File: config.mk
export PLATFORM = sky130hd
export DESIGN_NAME = can_esr
export DESIGN_NICKNAME = d
export VERILOG_FILES = /design/src/rtl/can_esr_pkg.sv /design/src/rtl/can_esr_sticky.sv /design/src/rtl/can_esr_warn.sv /design/src/rtl/can_esr_w1c.sv /design/src/rtl/can_esr.sv
export SDC_FILE = /design/constraint.sdc
export NUM_CORES = 1
export LEC_CHECK = 0
export BUFFER_PORTS_ARGS = -buffer_cell sky130_fd_sc_hd__buf_2
export CORE_ASPECT_RATIO = 0.5
export CORE_MARGIN = 5
export CORE_UTILIZATION = 42
export DETAILED_ROUTE_END_ITERATION = 7
export PLACE_DENSITY = 0.83
export SETUP_SLACK_MARGIN = 0.02
export SLEW_MARGIN = 20
export SYNTH_ARGS = -nofsm -noshare
export SYNTH_HDL_FRONTEND = slang
export SYNTH_SLANG_ARGS = --single-unit
export TNS_END_PERCENT = 100
File: constraint.sdc
create_clock -name clk -period 1.5 [get_ports clk]
set_clock_uncertainty 0.1 [all_clocks]
set_input_delay 0.3 -clock clk [delete_from_list [all_inputs] [get_ports clk]]
set_output_delay 0.3 -clock clk [all_outputs]
set_load 0.01 [all_outputs]
File: src/rtl/can_esr_pkg.sv
package can_esr_pkg;
  localparam int ESR_W    = 32;
  localparam int N_ERR    = 6;
  localparam int N_INT    = 5;
  localparam int N_WARN   = 2;

  localparam int POS_TWI  = 17;
  localparam int POS_RWI  = 16;
  localparam int POS_ERRH = 15;
  localparam int POS_ERRL = POS_ERRH - N_ERR + 1;
  localparam int POS_TXW  = 9;
  localparam int POS_RXW  = 8;
  localparam int POS_IDLE = 7;
  localparam int POS_TXRX = 6;
  localparam int POS_FLTH = 5;
  localparam int POS_FLTL = 4;
  localparam int POS_BOFF = 2;
  localparam int POS_EINT = 1;
  localparam int POS_WAKE = 0;

  typedef enum int {
    IX_WAKE = 0,
    IX_EINT = 1,
    IX_BOFF = 2,
    IX_RWRN = 3,
    IX_TWRN = 4
  } irq_ix_e;

  typedef struct packed {
    logic       txw;
    logic       rxw;
    logic       idle;
    logic       txrx;
    logic [1:0] fault;
  } live_stat_t;

  function automatic logic [ESR_W-1:0] pack_word(
    input logic [N_ERR-1:0] errs,
    input live_stat_t       st,
    input logic [N_INT-1:0] ints
  );
    logic [ESR_W-1:0] w;
    w = '0;
    w[POS_ERRH:POS_ERRL] = errs;
    w[POS_TXW]           = st.txw;
    w[POS_RXW]           = st.rxw;
    w[POS_IDLE]          = st.idle;
    w[POS_TXRX]          = st.txrx;
    w[POS_FLTH:POS_FLTL] = st.fault;
    w[POS_TWI]           = ints[IX_TWRN];
    w[POS_RWI]           = ints[IX_RWRN];
    w[POS_BOFF]          = ints[IX_BOFF];
    w[POS_EINT]          = ints[IX_EINT];
    w[POS_WAKE]          = ints[IX_WAKE];
    return w;
  endfunction

  function automatic logic [N_INT-1:0] clr_mask(input logic [ESR_W-1:0] wd);
    logic [N_INT-1:0] c;
    c[IX_TWRN] = wd[POS_TWI];
    c[IX_RWRN] = wd[POS_RWI];
    c[IX_BOFF] = wd[POS_BOFF];
    c[IX_EINT] = wd[POS_EINT];
    c[IX_WAKE] = wd[POS_WAKE];
    return c;
  endfunction
endpackage

File: src/rtl/can_esr_sticky.sv
module can_esr_sticky #(
  parameter int N = 6
) (
  input  logic         clk,
  input  logic         rst,
  input  logic [N-1:0] evt,
  input  logic         rd_clr,
  output logic [N-1:0] flags
);
  // A pulse on the clearing cycle survives: set is OR-ed after the clear.
  always_ff @(posedge clk) begin
    if (rst) flags <= '0;
    else     flags <= (flags & ~{N{rd_clr}}) | evt;
  end
endmodule

File: src/rtl/can_esr_warn.sv
module can_esr_warn #(
  parameter int CNT_W = 8,
  parameter int LVL   = 96
) (
  input  logic             clk,
  input  logic             rst,
  input  logic [CNT_W-1:0] cnt,
  input  logic             en,
  output logic             at_lvl,
  output logic             rise
);
  localparam logic [CNT_W-1:0] LVL_V = CNT_W'(LVL);
  logic prev_q;

  assign at_lvl = (cnt >= LVL_V);
  assign rise   = en & at_lvl & ~prev_q;

  always_ff @(posedge clk) begin
    if (rst) prev_q <= 1'b0;
    else     prev_q <= at_lvl;
  end
endmodule

File: src/rtl/can_esr_w1c.sv
module can_esr_w1c #(
  parameter int N = 5
) (
  input  logic         clk,
  input  logic         rst,
  input  logic [N-1:0] set,
  input  logic [N-1:0] clr,
  output logic [N-1:0] flags
);
  genvar g;
  generate
    for (g = 0; g < N; g++) begin : g_flag
      always_ff @(posedge clk) begin
        if (rst)         flags[g] <= 1'b0;
        else if (set[g]) flags[g] <= 1'b1;
        else if (clr[g]) flags[g] <= 1'b0;
      end
    end
  endgenerate
endmodule

File: src/rtl/can_esr.sv
module can_esr
  import can_esr_pkg::*;
#(
  parameter int CNT_W    = 8,
  parameter int WARN_LVL = 96
) (
  input  logic                 clk,
  input  logic                 rst,
  input  logic                 bus_sel,
  input  logic                 bus_rd,
  input  logic                 bus_wr,
  input  logic [ESR_W-1:0]     bus_wdata,
  output logic [ESR_W-1:0]     bus_rdata,
  input  logic [N_ERR-1:0]     err_evt,
  input  logic [CNT_W-1:0]     tx_err_cnt,
  input  logic [CNT_W-1:0]     rx_err_cnt,
  input  logic                 st_idle,
  input  logic                 st_txrx,
  input  logic [1:0]           st_fault,
  input  logic                 boff_evt,
  input  logic                 errint_evt,
  input  logic                 wake_evt,
  input  logic                 warn_en,
  input  logic [N_INT-1:0]     irq_mask,
  output logic [N_INT-1:0]     irq
);
  logic              rd_hit;
  logic              wr_hit;
  logic [N_ERR-1:0]  err_q;
  logic [N_INT-1:0]  int_q;
  logic [N_INT-1:0]  int_set;
  logic [N_INT-1:0]  int_clr;
  logic [CNT_W-1:0]  cnt_arr [N_WARN];
  logic [N_WARN-1:0] lvl_v;
  logic [N_WARN-1:0] rise_v;
  live_stat_t        stat;

  assign rd_hit = bus_sel & bus_rd;
  assign wr_hit = bus_sel & bus_wr;

  can_esr_sticky #(.N(N_ERR)) u_err (
    .clk    (clk),
    .rst    (rst),
    .evt    (err_evt),
    .rd_clr (rd_hit),
    .flags  (err_q)
  );

  // index 1 = transmit counter, index 0 = receive counter
  assign cnt_arr[1] = tx_err_cnt;
  assign cnt_arr[0] = rx_err_cnt;

  genvar w;
  generate
    for (w = 0; w < N_WARN; w++) begin : g_warn
      can_esr_warn #(.CNT_W(CNT_W), .LVL(WARN_LVL)) u_warn (
        .clk    (clk),
        .rst    (rst),
        .cnt    (cnt_arr[w]),
        .en     (warn_en),
        .at_lvl (lvl_v[w]),
        .rise   (rise_v[w])
      );
    end
  endgenerate

  always_comb begin
    int_set          = '0;
    int_set[IX_TWRN] = rise_v[1];
    int_set[IX_RWRN] = rise_v[0];
    int_set[IX_BOFF] = boff_evt;
    int_set[IX_EINT] = errint_evt;
    int_set[IX_WAKE] = wake_evt;
    int_clr          = wr_hit ? clr_mask(bus_wdata) : '0;
  end

  can_esr_w1c #(.N(N_INT)) u_int (
    .clk   (clk),
    .rst   (rst),
    .set   (int_set),
    .clr   (int_clr),
    .flags (int_q)
  );

  always_comb begin
    stat.txw   = lvl_v[1];
    stat.rxw   = lvl_v[0];
    stat.idle  = st_idle;
    stat.txrx  = st_txrx;
    stat.fault = st_fault;
  end

  always_ff @(posedge clk) begin
    if (rst) begin
      bus_rdata <= '0;
      irq       <= '0;
    end else begin
      if (rd_hit) bus_rdata <= pack_word(err_q, stat, int_q);
      irq <= int_q & irq_mask;
    end
  end
endmodule

# Yosys cells after proc, flatten, opt, wreduce, memory -nomap -nowiden
# Cells that the tools add are included.
word_totals:
  output_inout_bits: 37
  input_bits: 72
  reg_bits: 35
  wordCells: 40
classes:
  reduce_logical: 5
  muxes: 11
  n_lt_le_gt_ge: 2
  n_bitwise: 12
ops:
  columns: ["cell", "n"]
  rows:
  - ["greater-or-equal comparator 8 x 7 -> 1 bit (second input constant)", 2]
  - ["2-to-1 mux 1 bit", 10]
  - ["nonzero test 2 bit", 5]
  - ["AND 1 bit", 6]
  - ["AND 6 bit", 1]
  - ["NOT 6 bit", 1]
  - ["OR 6 bit", 1]
  - ["AND 5 bit", 1]
  - ["2-to-1 mux 5 bit", 1]
  - ["NOT 1 bit", 2]

# Logic depth before layout (Yosys ltp)
logic_depth:
  ltp_word: 4
  ltp_mapped: 4
  ltp_nobuf: 2

# Cells and area by module
# A second synthesis with hierarchy kept.
unflattened:
  hier_cells: 169
  area_unflattened_um2: 1586.5
modules_own_cells:
  columns: ["mod", "area_each_um2", "cells_each", "instances"]
  rows:
  - ["can_esr", 1103.6, 115, 1]
  - ["can_esr_sticky", 210.2, 24, 1]
  - ["can_esr_w1c", 175.2, 20, 1]
  - ["can_esr_warn", 48.8, 5, 2]

# Worst setup path before layout
# No wires, ideal clock.
synth_timing:
  path_kind: "input port to flip-flop"
  startpoint: "input bus_sel"
  endpoint: "register bus_rdata[10]"
  stages: 4
  t_arrival_ns: 0.834
  setup_slack_ns: 0.495
  setup_ns: 0.071
  required_time_ns: 1.329
  path_cell_list: "buf_4 buf_6 a21bo_1 a21oi_1"
synth_via:
  elab_chain_len: 1
synth_lines:
  columns: ["item", "line", "text"]
  rows:
  - ["start: declaration", "can_esr.sv:9", "input logic bus_sel,"]
  - ["AND 1 bit", "can_esr.sv:38", "assign rd_hit = bus_sel & bus_rd;"]
  - ["end signal: assignment", "can_esr.sv:98", "if (rd_hit) bus_rdata <= pack_word(err_q, stat, int_q);"]
  - ["end: declaration", "can_esr.sv:13", "output logic [ESR_W-1:0] bus_rdata,"]
# No other way between the ends.
# A chain may end at the register's enable or synchronous reset.

# Worst setup path in the final report
layout_timing:
  startpoint: "register bus_rdata[9]"
  endpoint: "output bus_rdata[9]"
# No word-level cell between the ends.

==> key figures <==
Worst hold path
  – Path type of the worst min-delay path: input port to flip-flop

Final layout
  – ANT cells: 0
  – Nets: 280
  – Final core utilization: 53.7%
  – Share of layout cells above drive strength 1: approximately 32%
  – Design Area, Final: 0.00183 sq mm
  – Area delta synth->final: 23.4%

STA
  – Max Clk Rate: ~0.86 GHz
  – Final setup fails: 0
  – Final Hold Viols: 0
  – Tcrit/Tclk final: ~77%
  – Min Hold Slack: 0.128 ns
  – Post-layout min period: around 1.2 ns
  – RSZ-0062 raised after global routing: no
  – Setup TNS: 0 ns
  – Pins Over Slew Limit: 0

Detailed routing
  – First DRT Iteration DRCs: 28
  – Vias per cell: roughly 4.8
  – Drt wl/cell: around 12 um
  – Final Routed Wirelength: between 3000 and 4000 um
  – Residual DRC: 0
  – 1st-pass router iterations: 4
  – Via Count: between 1,000 and 1,500
  – Routed Antenna Nets: 0

Clocking
  – Post-cts sizing count: 0
  – Root Buffer: clkbuf_8
  – CTS Hold Bufs: 0
  – Clk buf depth: 2
  – H-tree level count: 2
  – TritonCTS clock tree: built
  – # Post-CTS Setup Buffers: 0
  – Worst skew pair latency: 0.28 ns
  – Reg clk slew, reported paths: approximately 0.070 ns
  – CTS buffer count: 5
  – TritonCTS Sinks: 35

Critical path
  – Buf/Inv on CP: 1
  – Kind of cell adding the most delay to the critical path: flip-flops
  – CP endpoint kind: output port
  – CP max-delay cell: dfxtp_1
  – CP Launch Type: flip-flop
  – Required time of the worst setup path: 1.10 ns
  – Max incr delay on CP: roughly 0.34 ns
  – CP max FO: 2
  – Critical path arrival: 0.76 ns
  – Cell Chain, Critical Path: buf_2
  – Setup CP Type: flip-flop to output port

Logic synthesis
  – EDFF count, synth: 0
  – Largest family of logic cells by synthesized area: compound AO/OA/AOI/OAI gates
  – Synth Area in Simple Gates: 13.5%
  – Synth Register Bits: 35
  – Post-Synth XOR/XNOR Area: 0%
  – Mux contribution to synthesized area: 0%
  – Top-area cell type share of the netlist area: 47.1%
  – Post-Synthesis Cell Area: around 0.0015 sq mm
  – Post-synth top cells: 35 x dfxtp_1, 19 x a21oi_1, 16 x buf_4, 15 x a21bo_1, 15 x nand3_1
  – Post-synth top flop: dfxtp_1
  – Cell taking the most area after synthesis: dfxtp_1
  – Post-synthesis adder-cell area fraction: 0%
  – Seq/Total Area, Yosys: approximately 47%
  – Syn_area_per_cell: 9.65 sq um
  – Netlist cell types: 20
  – Yosys warnings: 0
  – Cell count after synthesis: about 150
  – Asr flop ratio synth: 0%
  – Fraction of the mapped netlist area in compound gates: between 20% and 30%
  – Top cells by area, synth: dfxtp_1 47%, a21bo_1 10%, buf_4 8.1%
  – Top-count cell post-synth: dfxtp_1

Floorplan
  – Die footprint: a little under 0.005 sq mm
  – Die Ht: between 50 and 60 um
  – Die Width: 94.1 um
  – Starting Density: a little over two fifths
  – FP Rows: 15
  – Boundary Pins: roughly 110
  – Core Footprint: between 0.003 and 0.004 sq mm

Place
  – GPL Wtd Cong: roughly 0.8
  – Dpl hpwl: roughly 2200 um
  – Placed Area: between 0.0015 and 0.002 sq mm
  – PortBufs: 56

Pwr
  – P per Cell Area: 1020 mW/mm^2
  – Maximum vdd drop: just under 0.4 mV
  – Total power: roughly 1.9 mW
  – LEAKAGE: ~0.90 nW

Global routing
  – Largest net degree at the start of global routing: 46
  – GR Overflow Total: 0
  – First-pass GRT wire length: 4750 um
  – Vias in the first global route: between 1,000 and 1,500
  – Number of antenna violations at the first check in global routing: 0
  – Tot GR Track Use: around an eighth

Run
  – Max cap viols: 0

Outcome
  – Outcome: completed
placed cells by master (no fill, tap or decap):
| master | n |
|---|---|
| buf_2 | 56 |
| dfxtp_1 | 35 |
| a21oi_1 | 19 |
| nand3_1 | 15 |
| a21bo_1 | 15 |
| conb_1 | 15 |
| nor2_1 | 10 |
| a21boi_1 | 6 |
| o21ba_1 | 6 |
| clkbuf_8 | 5 |
| and4b_1 | 3 |
| nor3_1 | 3 |
| nand2b_1 | 3 |
| nand2_1 | 3 |
| inv_1 | 2 |
| and3_1 | 2 |
| o32ai_1 | 2 |
| a311oi_1 | 2 |
| buf_4 | 2 |
| buf_12 | 2 |
| clkbuf_1 | 1 |
| clkinv_2 | 1 |
| clkinvlp_4 | 1 |
cells by family after synthesis:
logic type	Yosys count
AOI/OAI and AO/OA	50
buffers and inverters	29
DFF	35
other	1
and+or+nand+nor	39
metal layers:
| metal | track usage [%] | routed length [um] | share of wire (%) | up-vias |
|---|---|---|---|---|
| met5 | 0 | 0 | 0 | - |
| met4 | 6.47 | 33 | 1.1 | 0 |
| met3 | 4.05 | 196 | 6.5 | 4 |
| met2 | 20.7 | 1430 | 48 | 43 |
| met1 | 14.7 | 1350 | 45 | 577 |
| li1 | - | - | - | 616 |
state kept, by name, summed over array words and instances (netlist names):
| signal | flops |
|---|---|
| g_warn.u_warn.prev_q | 2 |
| u_int.flags | 5 |
| u_err.flags | 6 |
| bus_rdata | 17 |
| irq | 5 |
final timing paths:
kind	startpoint	slack, ns	depth (start not counted)	endpoint
hold / removal	irq_mask[3]	0.13	3	irq[3]
hold reg to reg	g_warn[0].u_warn.prev_q	0.34	1	u_int.flags[3]
setup reg to reg	bus_rdata[4]	0.66	2	bus_rdata[4]
setup / recovery	bus_rdata[9]	0.34	1	bus_rdata[9]
area by class of cell:
cell class / count / area [sq um]
flip-flops and latches: 35 / 701
clock buffers: 6 / 72.6
fillers: 311 / 1580
repair buffers: 60 / 335
clock inverters: 2 / 12.5
multi-input cells: 104 / 642
inverters: 2 / 7.51
well taps: 51 / 63.8
power breakdown:
part           switching [mW]  internal (mW)
Clock                   0.315          0.324
Combinational           0.126          0.113
Sequential             0.0232          0.979
Total                   0.464           1.42
metrics by stage:
stage               std cells  setup WS (ns)
floorplan                 168          0.495
CTS                       260          0.333
global route              260          0.292
detailed placement        252          0.320
finish                    260          0.343
global placement          252          0.322
(Power assumes the default switching activity.)
